**src/rtl/rxaf_pkg.sv**
```systemverilog
package rxaf_pkg;

  localparam int unsigned ADDR_BYTES   = 6;
  localparam int unsigned ADDR_W       = 8 * ADDR_BYTES;
  localparam int unsigned CRC_W        = 32;
  localparam logic [CRC_W-1:0] CRC_POLY = 32'h04C11DB7;
  localparam int unsigned NIB_PER_BYTE = 2;
  localparam int unsigned HASH_W       = 6;
  localparam int unsigned HASH_LSB     = 23;
  localparam int unsigned NPATH        = 6;

  // flt_ctrl bit positions
  localparam int unsigned EN_UCAST     = 0;
  localparam int unsigned EN_BCAST     = 1;
  localparam int unsigned EN_MCAST     = 2;
  localparam int unsigned EN_UHASH     = 3;
  localparam int unsigned EN_MHASH     = 4;
  localparam int unsigned EN_PERFECT   = 5;
  localparam int unsigned EN_WAKE_MAG  = 6;
  localparam int unsigned EN_WAKE_FILT = 7;

  // wol_status bit positions beyond the per-path bits
  localparam int unsigned ST_RXFILT    = 6;
  localparam int unsigned ST_MAGIC     = 7;

  typedef struct packed {
    logic             bcast;
    logic             mcast;
    logic             perfect;
    logic             hash;
    logic [NPATH-1:0] paths;
  } rxaf_verdict_t;

  // One 4-bit CRC step; nibble bit 0 is the first bit on the wire.
  function automatic logic [CRC_W-1:0] crc_nibble_step(input logic [CRC_W-1:0] c,
                                                        input logic [3:0]       nib);
    logic [CRC_W-1:0] r;
    r = c << 4;
    for (int k = 0; k < 4; k++) begin
      if (c[CRC_W-1-k] ^ nib[k]) r = r ^ (CRC_POLY << (3 - k));
    end
    return r;
  endfunction

endpackage

```
**src/rtl/rxaf_dest_capture.sv**
```systemverilog
module rxaf_dest_capture
  import rxaf_pkg::*;
(
  input  logic              clk,
  input  logic              rst_n,
  input  logic              byte_vld,
  input  logic              sof,
  input  logic [7:0]        byte_data,
  output logic              take,
  output logic              last,
  output logic [ADDR_W-1:0] addr_full
);

  localparam int unsigned CNT_W = $clog2(ADDR_BYTES + 1);

  logic [CNT_W-1:0]  cnt_q, cnt_d, idx;
  logic [ADDR_W-1:0] addr_q;
  logic              in_frame;

  always_comb begin
    in_frame = (cnt_q < CNT_W'(ADDR_BYTES));
    take     = byte_vld & (sof | in_frame);
    idx      = sof ? '0 : cnt_q;
    last     = take & (idx == CNT_W'(ADDR_BYTES - 1));
    cnt_d    = take ? idx + 1'b1 : cnt_q;
  end

  for (genvar g = 0; g < ADDR_BYTES; g++) begin : g_byte
    assign addr_full[8*g +: 8] = (take && (idx == CNT_W'(g))) ? byte_data : addr_q[8*g +: 8];
  end

  always_ff @(posedge clk or negedge rst_n) begin
    if (!rst_n) begin
      cnt_q  <= CNT_W'(ADDR_BYTES);
      addr_q <= '0;
    end else if (take) begin
      cnt_q  <= cnt_d;
      addr_q <= addr_full;
    end
  end

endmodule

```
**src/rtl/rxaf_crc_unit.sv**
```systemverilog
module rxaf_crc_unit
  import rxaf_pkg::*;
(
  input  logic              clk,
  input  logic              rst_n,
  input  logic              take,
  input  logic              restart,
  input  logic [7:0]        byte_data,
  output logic [HASH_W-1:0] hash_idx
);

  logic [CRC_W-1:0] crc_q;
  logic [CRC_W-1:0] chain [NIB_PER_BYTE+1];

  assign chain[0] = restart ? '1 : crc_q;

  for (genvar g = 0; g < NIB_PER_BYTE; g++) begin : g_nib
    assign chain[g+1] = crc_nibble_step(chain[g], byte_data[4*g +: 4]);
  end

  assign hash_idx = chain[NIB_PER_BYTE][HASH_LSB +: HASH_W];

  always_ff @(posedge clk or negedge rst_n) begin
    if (!rst_n) crc_q <= '1;
    else if (take) crc_q <= chain[NIB_PER_BYTE];
  end

endmodule

```
**src/rtl/rxaf_match.sv**
```systemverilog
module rxaf_match
  import rxaf_pkg::*;
(
  input  logic [ADDR_W-1:0] addr,
  input  logic [HASH_W-1:0] hash_idx,
  input  logic [15:0]       stn_w0,
  input  logic [15:0]       stn_w1,
  input  logic [15:0]       stn_w2,
  input  logic [31:0]       hash_lo,
  input  logic [31:0]       hash_hi,
  input  logic [NPATH-1:0]  en,
  output rxaf_verdict_t     verdict
);

  logic [ADDR_W-1:0]       station;
  logic [2**HASH_W-1:0]    table_bits;
  logic                    mc, bc, grp, hbit, pm;

  always_comb begin
    station    = {stn_w0, stn_w1, stn_w2};
    table_bits = {hash_hi, hash_lo};
    mc         = addr[0];
    bc         = &addr;
    grp        = mc & ~bc;
    hbit       = table_bits[hash_idx];
    pm         = (addr == station);

    verdict.bcast   = bc;
    verdict.mcast   = grp;
    verdict.perfect = pm;
    verdict.hash    = hbit;
    verdict.paths[EN_UCAST]   = en[EN_UCAST]   & ~mc;
    verdict.paths[EN_BCAST]   = en[EN_BCAST]   & bc;
    verdict.paths[EN_MCAST]   = en[EN_MCAST]   & grp;
    verdict.paths[EN_UHASH]   = en[EN_UHASH]   & ~mc & hbit;
    verdict.paths[EN_MHASH]   = en[EN_MHASH]   & grp & hbit;
    verdict.paths[EN_PERFECT] = en[EN_PERFECT] & pm;
  end

endmodule

```
**src/rtl/rxaf_wol.sv**
```systemverilog
module rxaf_wol
  import rxaf_pkg::*;
(
  input  logic             clk,
  input  logic             rst_n,
  input  logic             eval,
  input  logic [NPATH-1:0] paths,
  input  logic             wake_filt_en,
  input  logic             wake_mag_en,
  input  logic             magic_det,
  input  logic [7:0]       clr,
  output logic [7:0]       status
);

  logic [7:0] status_q, status_d, set_v;
  logic       filt_fire;

  always_comb begin
    filt_fire            = eval & wake_filt_en & (|paths);
    set_v                = '0;
    set_v[NPATH-1:0]     = filt_fire ? paths : '0;
    set_v[ST_RXFILT]     = filt_fire;
    set_v[ST_MAGIC]      = magic_det & wake_mag_en;
    status_d             = (status_q & ~clr) | set_v;
  end

  always_ff @(posedge clk or negedge rst_n) begin
    if (!rst_n) status_q <= '0;
    else        status_q <= status_d;
  end

  assign status = status_q;

endmodule

```
**src/rtl/rx_addr_filter.sv**
```systemverilog
module rx_addr_filter
  import rxaf_pkg::*;
(
  input  logic        clk,
  input  logic        rst_n,
  input  logic        byte_vld,
  input  logic        sof,
  input  logic [7:0]  byte_data,
  input  logic [15:0] stn_w0,
  input  logic [15:0] stn_w1,
  input  logic [15:0] stn_w2,
  input  logic [31:0] hash_lo,
  input  logic [31:0] hash_hi,
  input  logic [7:0]  flt_ctrl,
  input  logic        magic_det,
  input  logic [7:0]  wol_clr,
  output logic        result_vld,
  output logic        accept,
  output logic        dst_bcast,
  output logic        dst_mcast,
  output logic        perfect_hit,
  output logic        hash_hit,
  output logic [7:0]  wol_status
);

  logic              take, last;
  logic [ADDR_W-1:0] addr_full;
  logic [HASH_W-1:0] hash_idx;
  rxaf_verdict_t     verdict, vd_q;
  logic              vld_q;

  rxaf_dest_capture u_cap (
    .clk       (clk),
    .rst_n     (rst_n),
    .byte_vld  (byte_vld),
    .sof       (sof),
    .byte_data (byte_data),
    .take      (take),
    .last      (last),
    .addr_full (addr_full)
  );

  rxaf_crc_unit u_crc (
    .clk       (clk),
    .rst_n     (rst_n),
    .take      (take),
    .restart   (sof),
    .byte_data (byte_data),
    .hash_idx  (hash_idx)
  );

  rxaf_match u_match (
    .addr     (addr_full),
    .hash_idx (hash_idx),
    .stn_w0   (stn_w0),
    .stn_w1   (stn_w1),
    .stn_w2   (stn_w2),
    .hash_lo  (hash_lo),
    .hash_hi  (hash_hi),
    .en       (flt_ctrl[NPATH-1:0]),
    .verdict  (verdict)
  );

  rxaf_wol u_wol (
    .clk          (clk),
    .rst_n        (rst_n),
    .eval         (last),
    .paths        (verdict.paths),
    .wake_filt_en (flt_ctrl[EN_WAKE_FILT]),
    .wake_mag_en  (flt_ctrl[EN_WAKE_MAG]),
    .magic_det    (magic_det),
    .clr          (wol_clr),
    .status       (wol_status)
  );

  always_ff @(posedge clk or negedge rst_n) begin
    if (!rst_n) vld_q <= 1'b0;
    else        vld_q <= last;
  end

  always_ff @(posedge clk or negedge rst_n) begin
    if (!rst_n)    vd_q <= '0;
    else if (last) vd_q <= verdict;
  end

  assign result_vld  = vld_q;
  assign accept      = |vd_q.paths;
  assign dst_bcast   = vd_q.bcast;
  assign dst_mcast   = vd_q.mcast;
  assign perfect_hit = vd_q.perfect;
  assign hash_hit    = vd_q.hash;

endmodule

```
**config.mk**
```make
export PLATFORM = sky130hd
export DESIGN_NAME = rx_addr_filter
export DESIGN_NICKNAME = d
export VERILOG_FILES = /design/src/rtl/rxaf_pkg.sv /design/src/rtl/rxaf_dest_capture.sv /design/src/rtl/rxaf_crc_unit.sv /design/src/rtl/rxaf_match.sv /design/src/rtl/rxaf_wol.sv /design/src/rtl/rx_addr_filter.sv
export SDC_FILE = /design/constraint.sdc
export NUM_CORES = 1
export LEC_CHECK = 0
export BUFFER_PORTS_ARGS = -buffer_cell sky130_fd_sc_hd__buf_2
export CAP_MARGIN = 10
export CORE_MARGIN = 5
export CORE_UTILIZATION = 45
export CTS_CLUSTER_SIZE = 24
export DETAILED_ROUTE_END_ITERATION = 7
export PLACE_DENSITY = 0.68
export SYNTH_ARGS = -nofsm -noshare
export SYNTH_HDL_FRONTEND = slang
export SYNTH_SLANG_ARGS = --single-unit
```
**constraint.sdc**
```tcl
create_clock -name clk -period 5.7 [get_ports clk]
set_input_delay 0.285 -clock clk [delete_from_list [all_inputs] [get_ports clk]]
set_output_delay 0.285 -clock clk [all_outputs]
set_load 0.01 [all_outputs]
```
# Word level (Yosys, flattened, before mapping)
# Index checks and enable logic that the tools add are counted.
totals:
  reg_bits: 102
  output_inout_bits: 14
  wordCells: 84
op_classes:
  add_sub_neg: 1
  order_cmp: 2
  eq_ne: 6
  n_mux: 19
  n_bitwise: 36
  reduce_logical: 10
ops:
  columns: ["op", "count"]
  rows:
  - ["$not A14 Y14", 8]
  - ["$mux W30", 2]
  - ["$mux W29", 2]
  - ["$mux W28", 2]
  - ["$mux W27", 2]
  - ["$eq A48 B48 Y1", 1]
  - ["$mux W8", 6]
  - ["$reduce_and A48 Y1", 1]
  - ["$mux W32", 1]
  - ["$and A1 B1 Y1", 14]
  - ["$reduce_or A6 Y1", 2]
  - ["$and A8 B8 Y8", 1]
  - ["$not A8 Y8", 1]
  - ["$or A8 B8 Y8", 1]
  - ["$xor A1 B1 Y1", 8]
  - ["$lt A6 B7 Y1 const B", 1]
  - ["$bmux W1 S6", 1]
  - ["$eq A3 B2 Y1 const B", 2]
  - ["$eq A3 B3 Y1 const B", 2]
  - ["$logic_and A1 B1 Y1", 6]
  - ["$mux W6", 1]
  - ["$add A3 B1 Y3 const B", 1]
  - ["$eq A3 B1 Y1 const B", 1]
  - ["$logic_not A3 Y1", 1]
  - ["other kinds (5)", 6]

# Longest topological paths before layout
# Gate-level depths: netlist of the first run.
depth:
  word_depth: 24
  depth_mapped: 14
  depth_no_buf: 12

# Cells and area by module
# A second synthesis of the first run with hierarchy kept.
unflattened:
  hier_cells: 596
  hier_area_um2: 7084.3
by_module_without_submodules:
  columns: ["module", "n_inst", "cells_per_inst", "area_each_um2", "seq_area_each_um2"]
  rows:
  - ["rxaf_dest_capture", 1, 185, 2690.1, 1278.7]
  - ["rxaf_crc_unit", 1, 219, 2311.0, 840.8]
  - ["rxaf_match", 1, 132, 1302.5, 0.0]
  - ["rx_addr_filter", 1, 25, 450.4, 275.3]
  - ["rxaf_wol", 1, 35, 330.3, 200.2]

# Least setup slack after synthesis of the first run
# Ideal clock, no wire load.
synth_timing:
  kind: "flip-flop to flip-flop"
  from: "reg u_cap.cnt_q[2]"
  to: "reg u_wol.status_q[6] (netlist: u_wol.status[6])"
  t_arrival_ns: 3.441
  required_time_ns: 5.634
  setup_slack_ns: 2.193
  stages_incl_launch_ff: 14
  n_path_buf: 2
  period_less_slack_ns: 3.507
  path_cell_list: "dfstp_2 > buf_6 > clkbuf_1 > nand2b_1 > ha_1 > and2_1 > and3_1 > or3_1 > a211oi_1 > nand4_1 > or4_1 > or4_4 > a41oi_2 > a221o_1"
synth_between:
  elab_chain_cells: 13
synth_lines:
  columns: ["element", "line_no", "source"]
  rows:
  - ["start, declared", "rxaf_dest_capture.sv:16", "logic [CNT_W-1:0] cnt_q, cnt_d, idx;"]
  - ["start signal, assigned", "rxaf_dest_capture.sv:34", "cnt_q <= CNT_W'(ADDR_BYTES);"]
  - ["start signal, assigned", "rxaf_dest_capture.sv:37", "cnt_q <= cnt_d;"]
  - ["$lt A3 B3 Y1", "rxaf_dest_capture.sv:21", "in_frame = (cnt_q < CNT_W'(ADDR_BYTES));"]
  - ["$or A1 B1 Y1", "rxaf_dest_capture.sv:22", "take = byte_vld & (sof | in_frame);"]
  - ["$and A1 B1 Y1", "rxaf_dest_capture.sv:22", null]
  - ["$logic_and A1 B1 Y1", "rxaf_dest_capture.sv:29", "assign addr_full[8*g +: 8] = (take && (idx == CNT_W'(g))) ? byte_data : addr_q[8*g +: 8];"]
  - ["$mux W8", "rxaf_dest_capture.sv:29", null]
  - ["$reduce_and A48 Y1", "rxaf_match.sv:23", "bc = &addr;"]
  - ["$not A1 Y1", "rxaf_match.sv:24", "grp = mc & ~bc;"]
  - ["$and A1 B1 Y1", "rxaf_match.sv:24", null]
  - ["$and A1 B1 Y1 (2 in a row)", "rxaf_match.sv:36", "verdict.paths[EN_MHASH] = en[EN_MHASH] & grp & hbit;"]
  - ["$reduce_or A6 Y1", "rxaf_wol.sv:19", "filt_fire = eval & wake_filt_en & (|paths);"]
  - ["$and A1 B1 Y1 *", "rxaf_wol.sv:19", null]
  - ["$or A8 B8 Y8 *", "rxaf_wol.sv:24", "status_d = (status_q & ~clr) | set_v;"]
  - ["named net u_wol.status_d[6]", "rxaf_wol.sv:15", "logic [7:0] status_q, status_d, set_v;"]
  - ["end signal, assigned", "rxaf_wol.sv:29", "else status_q <= status_d;"]
  - ["end, declared", "rxaf_wol.sv:15", null]
# The timed path passes the listed nets; every way through them passes the cells marked *.
# A chain may end at the register's enable or synchronous reset.

# Final worst setup path of the first run
# Same ends and word-level chain as after synthesis.

==> flow_metrics.py, run 1 <==
metrics = {
    "critical_path": {
        "setup.worst_path.class": "flop to flop",
        "worst_path_max_delay_cell": "sky130_fd_sc_hd__o21ai_1",
        "critPathRequiredTime_ns": 6.00,
        "cp.buffers_inverters": 0,
        "timing.critical_path.arrival_ns": 4.19,
        "cpPeakStageDelay_ns": 0.82,
        "critical_path.top_delay_family": "simple AND/OR/NAND/NOR gates",
        "crit_path_max_fanout": 17,
        "timing.critical_path.to_type": "flop",
        "cp-start-kind": "flop",
        "cell_chain_critical_path": "nor3_2 > o21ai_1 > mux2_2 > xnor2_1 > nand4_1 > or4_1 > or4_4 > a41oi_2 > a221o_1",
    },
    "routing": {
        "detailed_route_iter0_violations": 446,
        "drt-wirelength-per-cell_um": 17.9,
        "drt.antenna.violating_nets": 0,
        "drt_first_pass_iters": 5,
        "total_length_of_routed_wires_um": 19600,
        "route.detailed.drc": 0,
        "vias_per_cell": 5.44,
        "vias": 5964,
    },
    "grt": {
        "grt_pass1_vias": 6043,
        "globalRouteTotalUtil_pct": 21.6,
        "grt-ovfl-total": 0,
        "wire_length_of_the_first_global_routing_pass_um": 31200,
        "antenna_found_initial": 0,
        "largest_net_degree_at_the_start_of_global_routing": 65,
    },
    "synthesis": {
        "synth_top_cell_by_area": "sky130_fd_sc_hd__dfrtp_1",
        "primary_flip_flop_cell_chosen_by_synthesis_mapping": "sky130_fd_sc_hd__dfrtp_1",
        "synth.cell_area_um2": 7040,
        "synth_largest_type_area_fraction_pct": 24.2,
        "synth-seq-area-share_pct": 36.9,
        "synth_area_per_inst_um2": 9.39,
        "synth-edff-count": 0,
        "ys_types": 77,
        "synthesis.instances": 750,
        "yosys.cell_count.top_type": "sky130_fd_sc_hd__nand2_1",
        "async_flop_share_pct": 100,
        "syn_nets": 892,
        "synthesis.yosys.warnings": 0,
        "synth.area.top_cells": "sky130_fd_sc_hd__dfrtp_1 24%, sky130_fd_sc_hd__dfstp_2 13%, sky130_fd_sc_hd__xnor2_1 10%",
        "synth_cell_count_leaders": "88 x sky130_fd_sc_hd__nand2_1, 82 x sky130_fd_sc_hd__xnor2_1, 71 x sky130_fd_sc_hd__o21ai_0",
        "yosys_register_bits": 102,
    },
    "power": {
        "power.combinational.fraction_pct": 56.5,
        "total_power_uw": 4520,
        "leakage_dissipation_uw": 0.00361,
        "sequentialPowerShare_pct": 29.0,
        "worst_ir_drop_vdd_v": 0.000394,
        "design_internal_power_uw": 2580,
        "powerDensity_nw_per_um2": 550,
        "p_switching_uw": 1940,
        "switching_share_pct": 43.0,
        "share_clk_of_total_power_pct": 14.5,
    },
    "cts": {
        "cts_sinks": 102,
        "cts-htree-levels": 3,
        "clockRootBuffer": "sky130_fd_sc_hd__clkbuf_16",
        "tritoncts": "yes",
        "clock_latency_ns": 0.36,
        "cts_inserted_buffers": 9,
        "cts_clock_pin_slew_for_the_worst_setup_and_hold_paths_ns": 0.08,
        "cts_resized": 0,
        "clock_path_buffers": 2,
    },
    "cells_and_area": {
        "num-fill-cells": 1430,
        "finalNetCount": 1023,
        "fin_cells": 1097,
        "syn_to_final_growth_pct": 16.8,
        "regArea_um2": 2590,
        "area_occupied_by_multi_input_gates_um2": 4170,
        "post_route_cells_drive_above_1_share_pct": 29.9,
        "antenna-diode-count": 0,
    },
    "placement": {
        "detailedPlacementHpwl_um": 14800,
        "numPlacedInstances": 1080,
        "place.port_buffers": 154,
        "finalWeightedCongestion": 0.896,
    },
    "sta": {
        "final_period_minus_worst_setup_slack_ns": 3.89,
        "finalClockSkew_ns": 0.00840,
        "final_setup_violation_count": 0,
        "min_period_over_period_pct": 68.3,
        "rsz_0062_raised_after_global_routing": "false",
        "final_hold_viol_count": 0,
        "drv_slew": 0,
        "clock.fmax_mhz": 257,
        "tightest_slew_ns": 1.05,
        "fin_tns_setup_ns": 0,
        "max_slew_margin_pct": 29.5,
    },
    "job": {
        "drv_cap": 0,
    },
    "floorplanning": {
        "io_pins": 155,
        "design.die.area_um2": 18200,
        "fp.dieW_um": 135,
        "die_height_um": 135,
        "core_box_area_um2": 15300,
        "start_util_pct": 46.1,
        "std_cell_rows": 45,
    },
    "outcome": {
        "run_status": "finished clean",
    },
    "hold_path": {
        "hold_class": "primary input to flop",
    },
}
-- flip-flops by register name (all words and copies together) (netlist names) --
register and flops:
dst_mcast 1, u_wol.status 8, dst_bcast 1, perfect_hit 1, hash_hit 1, u_cap.addr_q 48, result_vld 1, vd_q 6
u_crc.crc_q 32, u_cap.cnt_q 3
-- cell usage in the layout (no fill, tap or decap), drive strengths merged, types with 3 or more instances in the layout --
| cell type | netlist | layout |
|---|---|---|
| a2111oi | 4 | 4 |
| a21oi | 16 | 16 |
| a22o | 6 | 6 |
| a22oi | 4 | 4 |
| a311oi | 5 | 5 |
| and2 | 3 | 3 |
| and3 | 5 | 5 |
| buf | 20 | 158 |
| clkbuf | 19 | 9 |
| dfrtp | 68 | 68 |
| dfstp | 34 | 34 |
| inv | 19 | 25 |
| mux2 | 35 | 35 |
| mux2i | 24 | 24 |
| nand2 | 90 | 90 |
| nand2b | 6 | 6 |
| nand3 | 39 | 39 |
| nand4 | 18 | 18 |
| nor2 | 46 | 46 |
| nor3 | 12 | 12 |
| nor4 | 9 | 9 |
| o21a | 3 | 3 |
| o21ai | 78 | 78 |
| o22ai | 6 | 6 |
| or2 | 3 | 3 |
| or3 | 3 | 3 |
| or4 | 3 | 3 |
| xnor2 | 87 | 87 |
| xnor3 | 7 | 7 |
| xor2 | 42 | 42 |
-- final timing paths --
check                          startpoint               end  slack [ns]  depth (start not counted)
hold / removal                 wol_clr[0]   u_wol.status[0]         0.1                          2
hold reg to reg                 dst_bcast         dst_bcast        0.47                          2
min in group asynchronous           rst_n    u_cap.cnt_q[0]        0.47                          2
max in group asynchronous           rst_n  u_cap.addr_q[23]        4.04                          3
setup / recovery           u_cap.cnt_q[2]   u_wol.status[6]        1.81                          9
setup reg to reg           u_cap.cnt_q[2]   u_wol.status[6]        1.81                          9
-- power by group through the flow --
stage,Sequential (uW),Clock (uW),Combinational (uW)
global route,1350,695,2810
finish,1310,655,2550
floorplan,1220,0,2110
global placement,1320,0,2500
detailed placement,1320,0,2540
CTS,1310,672,2550
-- cell type report --
| class | instances | area share (%) |
|---|---|---|
| timing repair buffer | 159 | 9.89 |
| clock buffer | 9 | 2.74 |
| clock inverter | 7 | 1.03 |
| sequential | 102 | 31.6 |
| tap | 211 | 3.21 |
| multi-input combinational | 589 | 50.7 |
| inverter | 20 | 0.913 |
-- logic make-up (layout without fill, tap and decap cells) --
kind of cell,Yosys count,after routing,synth area share (%)
fa+ha+maj,1,1,0.178
mux,59,59,9.01
flops,102,102,36.9
xor+xnor,137,137,19.4
compound gates,142,142,12.6
simple gates,250,250,18.0
buf+inv,59,195,3.98
-- metrics by stage --
stage	utilization (%)	worst slack (ns)	hold WS [ns]	instance area (um2)
2_1_floorplan	-	2.19	-0.0106	7040
3_3_place_gp	51.8	1.75	0.310	7900
3_5_place_dp	51.8	1.71	0.308	7900
4_1_cts	53.9	1.85	0.0824	8220
5_1_grt	53.9	1.56	0.0945	8220
6_report	53.9	1.81	0.0989	8220
-- repair_timing --
item	CTS	global route
hold buffers	1	0
setup buffers	0	0
hold endpoints to repair	12	0
-- per-layer routing --
| metal | GRT usage (%) | up-vias | share of wire, % |
|---|---|---|---|
| met5 | 0 | - | 0 |
| met4 | 5.71 | 0 | 1.7 |
| met3 | 4.40 | 21 | 6.4 |
| met2 | 34.5 | 225 | 46 |
| met1 | 30.0 | 2824 | 46 |
| li1 | - | 2894 | - |
-- worst register-to-register path, cell delays in order, from the launching register on --
cell and delay, ns:
sky130_fd_sc_hd__dfstp_2 0.75, sky130_fd_sc_hd__nor3_2 0.07, sky130_fd_sc_hd__o21ai_1 0.82, sky130_fd_sc_hd__mux2_2 0.45
sky130_fd_sc_hd__xnor2_1 0.15, sky130_fd_sc_hd__nand4_1 0.13, sky130_fd_sc_hd__or4_1 0.52, sky130_fd_sc_hd__or4_4 0.58
sky130_fd_sc_hd__a41oi_2 0.22, sky130_fd_sc_hd__a221o_1 0.14
Note: power is estimated with default switching activity, not from simulation.
==> inputs of run 2 (changes only) <==
- ABC_AREA: unset -> 1
- PLACE_DENSITY: 0.68 -> 0.69
- clock period: 5.7 -> 3.7 ns (I/O delays scaled with it)
==> flow_metrics.py, run 2 <==
metrics = {
    "cts": {
        "cts_clock_pin_slew_for_the_worst_setup_and_hold_paths_ns": 0.07,
        "clock_latency_ns": 0.36,
        "cts_inserted_buffers": 9,
        "clock_path_buffers": 2,
        "post_cts_buffers": 0,
        "cts_sinks": 102,
        "tritoncts": "yes",
        "clockRootBuffer": "sky130_fd_sc_hd__clkbuf_16",
        "cts-htree-levels": 3,
    },
    "synthesis": {
        "primary_flip_flop_cell_chosen_by_synthesis_mapping": "sky130_fd_sc_hd__dfrtp_1",
        "synth_area_per_inst_um2": 8.07,
        "synth-seq-area-share_pct": 39.7,
        "synth_cell_count_leaders": "178 x sky130_fd_sc_hd__nand2_1, 100 x sky130_fd_sc_hd__nand3_1, 85 x sky130_fd_sc_hd__o21ai_0",
        "yosys.cell_count.top_type": "sky130_fd_sc_hd__nand2_1",
        "synthesis.yosys.warnings": 0,
        "synthesis.instances": 810,
        "synth_top_cell_by_area": "sky130_fd_sc_hd__dfrtp_1",
        "synth.cell_area_um2": 6540,
        "async_flop_share_pct": 100,
        "synth-edff-count": 0,
        "ys_types": 42,
        "yosys_register_bits": 102,
        "syn_nets": 952,
        "synth.area.top_cells": "sky130_fd_sc_hd__dfrtp_1 26%, sky130_fd_sc_hd__dfstp_2 14%, sky130_fd_sc_hd__nand2_1 10%",
        "synth_largest_type_area_fraction_pct": 26.0,
    },
    "cells_and_area": {
        "syn_to_final_growth_pct": 19.7,
        "num-fill-cells": 1371,
        "antenna-diode-count": 0,
        "largest_register_ffs": 48,
        "post_route_cells_drive_above_1_share_pct": 27.9,
        "registers.top_by_ff_count": "u_cap.addr_q",
        "layout.cells.most_common": "sky130_fd_sc_hd__nand2_1",
        "finalNetCount": 1108,
        "mostFrequentLayoutCells": "178 x sky130_fd_sc_hd__nand2_1, 153 x sky130_fd_sc_hd__buf_2, 100 x sky130_fd_sc_hd__nand3_1, 85 x sky130_fd_sc_hd__o21ai_0, 68 x sky130_fd_sc_hd__dfrtp_1",
    },
    "critical_path": {
        "cell_chain_critical_path": "inv_1 > nor2_1 > ha_1 > nand2_1 > o21ai_0 > nand4_1 > nor2_1 > nand2_1 > nor2_1 > nand2_1 > nand3_2 > nand3_1 > nor2_1 > nand3_2 > nand3_1 > nand2_1",
        "cpPeakStageDelay_ns": 0.59,
        "cp-start-kind": "flop",
        "timing.critical_path.to_type": "flop",
        "critPathRequiredTime_ns": 3.95,
        "crit_path_max_fanout": 16,
        "setup.worst_path.class": "flop to flop",
        "timing.critical_path.arrival_ns": 3.48,
        "cp.buffers_inverters": 1,
        "worst_path_max_delay_cell": "sky130_fd_sc_hd__dfstp_2",
        "critical_path.top_delay_family": "simple AND/OR/NAND/NOR gates",
    },
    "placement": {
        "place.port_buffers": 154,
        "detailedPlacementHpwl_um": 12900,
        "finalWeightedCongestion": 0.932,
    },
    "job": {
        "drv_cap": 0,
    },
    "routing": {
        "total_length_of_routed_wires_um": 16600,
        "drt_first_pass_iters": 4,
        "route.detailed.drc": 0,
        "detailed_route_iter0_violations": 326,
        "vias_per_cell": 4.94,
        "drt.antenna.violating_nets": 0,
        "vias": 5705,
        "drt-wirelength-per-cell_um": 14.4,
    },
    "hold_path": {
        "hold_class": "primary input to flop",
    },
    "power": {
        "leakage_dissipation_uw": 0.00380,
        "powerDensity_nw_per_um2": 801,
        "worst_ir_drop_vdd_v": 0.000330,
        "total_power_uw": 6270,
    },
    "grt": {
        "antenna_found_initial": 1,
        "grt_pass1_vias": 5379,
        "grt-ovfl-total": 0,
        "largest_net_degree_at_the_start_of_global_routing": 45,
        "wire_length_of_the_first_global_routing_pass_um": 26500,
        "globalRouteTotalUtil_pct": 19.5,
    },
    "floorplanning": {
        "core_box_area_um2": 14400,
        "std_cell_rows": 44,
        "fp.dieW_um": 131,
        "start_util_pct": 45.5,
        "io_pins": 155,
        "die_height_um": 131,
        "design.die.area_um2": 17000,
    },
    "sta": {
        "final_hold_viol_count": 0,
        "rsz_0062_raised_after_global_routing": "false",
        "final_period_minus_worst_setup_slack_ns": 3.23,
        "finalClockSkew_ns": 0.00644,
        "final_setup_violation_count": 0,
        "clock.fmax_mhz": 310,
        "min_period_over_period_pct": 87.2,
        "max_slew_margin_pct": 57.0,
        "tightest_slew_ns": 0.641,
        "drv_slew": 0,
        "fin_tns_setup_ns": 0,
    },
    "outcome": {
        "run_status": "finished clean",
    },
}
-- run 2: path summary, 6_finish.rpt --
kind                                 from  slack (ns)              end  depth (start not counted)
min in group asynchronous           rst_n        0.27  u_wol.status[6]                          2
min reg2reg                      hash_hit        0.48         hash_hit                          2
max reg2reg                u_cap.cnt_q[1]        0.47  u_wol.status[5]                         16
min                            wol_clr[4]        0.02  u_wol.status[4]                          2
max in group asynchronous           rst_n        2.55   u_crc.crc_q[1]                          3
max                        u_cap.cnt_q[1]        0.47  u_wol.status[5]                         16
-- run 2: stage by stage --
stage / util (%) / setup slack [ns] / instance area, um2 / hold slack [ns] / cells
6_report: 54.5 / 0.472 / 7830 / 0.0180 / 1155
5_1_grt: 54.5 / 0.0439 / 7830 / 0.00487 / 1155
4_1_cts: 54.5 / 0.462 / 7830 / 0.00800 / 1155
3_5_place_dp: 51.9 / 0.395 / 7460 / 0.112 / 1135
3_3_place_gp: 51.9 / 0.465 / 7460 / 0.112 / 1135
2_1_floorplan: - / 1.21 / 6540 / -0.111 / 810
-- run 2: layer usage --
layer	vias to the layer above	track usage (%)	share of wire, %
met4	2	6.23	1.8
met3	23	3.05	6.3
met5	-	0	0.078
met1	2589	27.0	46
met2	162	31.4	46
li1	2929	-	-
-- run 2: worst register-to-register path, stage by stage, from the launching register on --
cell	delay, ns
sky130_fd_sc_hd__dfstp_2	0.59
sky130_fd_sc_hd__inv_1	0.09
sky130_fd_sc_hd__nor2_1	0.12
sky130_fd_sc_hd__ha_1	0.15
sky130_fd_sc_hd__nand2_1	0.25
sky130_fd_sc_hd__o21ai_0	0.49
sky130_fd_sc_hd__nand4_1	0.15
sky130_fd_sc_hd__nor2_1	0.16
sky130_fd_sc_hd__nand2_1	0.10
sky130_fd_sc_hd__nor2_1	0.25
sky130_fd_sc_hd__nand2_1	0.16
sky130_fd_sc_hd__nand3_2	0.11
sky130_fd_sc_hd__nand3_1	0.07
sky130_fd_sc_hd__nor2_1	0.14
sky130_fd_sc_hd__nand3_2	0.13
sky130_fd_sc_hd__nand3_1	0.10
sky130_fd_sc_hd__nand2_1	0.05
-- run 2: kinds of logic (layout without fill, tap and decap cells) --
group                      Yosys count  in the layout  synth area share, %
AOI/OAI and AO/OA                  106            106                 8.75
and+or+nand+nor                    401            401                 28.0
adders and majority gates            1              1                0.191
buffers and inverters               97            258                 6.99
DFF                                102            102                 39.7
xor gates and xnor gates           103            103                 16.3
-- run 2: where the power goes --
part           leakage [uW]  internal (uW)  switching (uW)  total [uW]
Combinational       0.00241           1290            2040        3330
Sequential          0.00123           1680             202        1890
Clock              0.000163            604             446        1050
-- run 2: repair_timing --
action	in CTS	in global routing
resized for setup	0	0
endpoints found under the hold margin	18	0
hold buffers	4	0
-- run 2: layout make-up --
| type | count | area [um2] | share of cell area [%] |
|---|---|---|---|
| sequential | 102 | 2590 | 33.2 |
| multi-input combinational | 611 | 3480 | 44.5 |
| timing repair buffer | 174 | 933 | 11.9 |
| inverter | 68 | 255 | 3.26 |
| clock buffer | 9 | 225 | 2.88 |
| clock inverter | 7 | 103 | 1.31 |
| tap | 184 | 230 | 2.94 |
==> inputs of run 3 (changes only) <==
- MAX_ROUTING_LAYER: unset -> met4
==> flow_metrics.py, run 3 (same netlist as run 2, synthesis figures left out) <==
metrics = {
    "outcome": {
        "run_status": "finished clean",
    },
    "critical_path": {
        "critical_path.top_delay_family": "simple AND/OR/NAND/NOR gates",
        "worst_path_max_delay_cell": "sky130_fd_sc_hd__dfstp_2",
        "cpPeakStageDelay_ns": 0.59,
        "critPathRequiredTime_ns": 3.95,
        "cell_chain_critical_path": "inv_1 > nor2_1 > ha_1 > nand2_1 > o21ai_0 > nand4_1 > nor2_1 > nand2_1 > nor2_1 > nand2_1 > nand3_2 > nand3_1 > nor2_1 > nand3_2 > nand3_1 > nand2_1",
        "crit_path_max_fanout": 16,
        "cp.buffers_inverters": 1,
        "timing.critical_path.arrival_ns": 3.45,
        "setup.worst_path.class": "flop to flop",
        "timing.critical_path.to_type": "flop",
        "cp-start-kind": "flop",
    },
    "sta": {
        "final_setup_violation_count": 0,
        "rsz_0062_raised_after_global_routing": "false",
        "clock.fmax_mhz": 312,
        "finalClockSkew_ns": 0.00545,
        "final_period_minus_worst_setup_slack_ns": 3.20,
        "final_hold_viol_count": 0,
        "min_period_over_period_pct": 86.6,
        "fin_tns_setup_ns": 0,
        "max_slew_margin_pct": 57.3,
        "tightest_slew_ns": 0.636,
        "drv_slew": 0,
    },
    "power": {
        "leakage_dissipation_uw": 0.00380,
        "total_power_uw": 6260,
        "powerDensity_nw_per_um2": 800,
        "worst_ir_drop_vdd_v": 0.000330,
    },
    "routing": {
        "vias": 5713,
        "total_length_of_routed_wires_um": 16600,
        "drt.antenna.violating_nets": 0,
        "detailed_route_iter0_violations": 343,
        "route.detailed.drc": 0,
        "drt-wirelength-per-cell_um": 14.4,
        "vias_per_cell": 4.94,
        "drt_first_pass_iters": 5,
    },
    "cts": {
        "tritoncts": "yes",
        "clockRootBuffer": "sky130_fd_sc_hd__clkbuf_16",
        "cts-htree-levels": 3,
        "clock_latency_ns": 0.36,
        "cts_resized": 0,
        "cts_clock_pin_slew_for_the_worst_setup_and_hold_paths_ns": 0.07,
        "clock_path_buffers": 2,
        "cts_inserted_buffers": 9,
        "cts_sinks": 102,
    },
    "grt": {
        "grt_pass1_vias": 5375,
        "grt-ovfl-total": 0,
        "largest_net_degree_at_the_start_of_global_routing": 45,
        "antenna_found_initial": 1,
        "globalRouteTotalUtil_pct": 20.1,
        "wire_length_of_the_first_global_routing_pass_um": 26500,
    },
    "cells_and_area": {
        "registers.top_by_ff_count": "u_cap.addr_q",
        "layout.cells.most_common": "sky130_fd_sc_hd__nand2_1",
        "finalNetCount": 1108,
        "post-route-cell-area_um2": 7830,
        "largest_register_ffs": 48,
        "post_route_cells_drive_above_1_share_pct": 27.9,
        "syn_to_final_growth_pct": 19.8,
        "fin_cells": 1156,
        "final_core_util_pct": 54.5,
        "mostFrequentLayoutCells": "178 x sky130_fd_sc_hd__nand2_1, 153 x sky130_fd_sc_hd__buf_2, 100 x sky130_fd_sc_hd__nand3_1, 85 x sky130_fd_sc_hd__o21ai_0, 68 x sky130_fd_sc_hd__dfrtp_1",
    },
    "floorplanning": {
        "core_box_area_um2": 14400,
        "fp.dieW_um": 131,
        "io_pins": 155,
        "die_height_um": 131,
        "start_util_pct": 45.5,
        "design.die.area_um2": 17000,
        "std_cell_rows": 44,
    },
    "placement": {
        "place.port_buffers": 154,
        "placed_area_um2": 7460,
        "numPlacedInstances": 1135,
        "finalWeightedCongestion": 0.948,
        "detailedPlacementHpwl_um": 12900,
    },
    "job": {
        "drv_cap": 0,
    },
    "hold_path": {
        "hold_class": "primary input to flop",
    },
}
-- run 3: area by class of cell --
cell class / count / area [um2]
multi-input cells: 611 / 3480
diodes: 1 / 2.50
fillers: 1370 / 6540
repair buffers: 174 / 933
well taps: 184 / 230
clock buffers: 9 / 225
inverters: 68 / 255
flip-flops and latches: 102 / 2590
clock inverters: 7 / 103
-- run 3: final timing paths --
kind | from | depth (start not counted) | slack (ns) | endpoint
max reg2reg | u_cap.cnt_q[1] | 16 | 0.50 | u_wol.status[5]
min reg2reg | hash_hit | 2 | 0.48 | hash_hit
min | wol_clr[4] | 2 | 0.02 | u_wol.status[4]
max | u_cap.cnt_q[1] | 16 | 0.50 | u_wol.status[5]
max in group asynchronous | rst_n | 3 | 2.55 | u_crc.crc_q[11]
min in group asynchronous | rst_n | 2 | 0.27 | u_wol.status[6]
-- run 3: timing repair --
item,4_1_cts,5_1_grt
hold buffers,4,0
buffers inserted,0,0
hold endpoints to repair,18,0
-- run 3: metrics by stage --
step	setup WS [ns]	hold slack (ns)
2_1_floorplan	1.21	-0.111
3_3_place_gp	0.465	0.112
3_5_place_dp	0.395	0.112
4_1_cts	0.462	0.00800
5_1_grt	0.0453	0.00347
6_report	0.497	0.0174
-- run 3: where the power goes --
group	total, uW	switching, uW	internal, uW
registers	1880	201	1680
logic	3330	2030	1290
clock network	1050	447	604
total	6260	2680	3580
-- run 3: routing by layer --
metal	vias to the layer above	track usage (%)	wire [um]	part of all wire [%]
met5	-	-	0	0
met4	0	6.23	289	1.7
met3	26	3.01	1100	6.6
met2	162	31.4	7670	46
met1	2593	27.1	7560	45
li1	2932	-	-	-
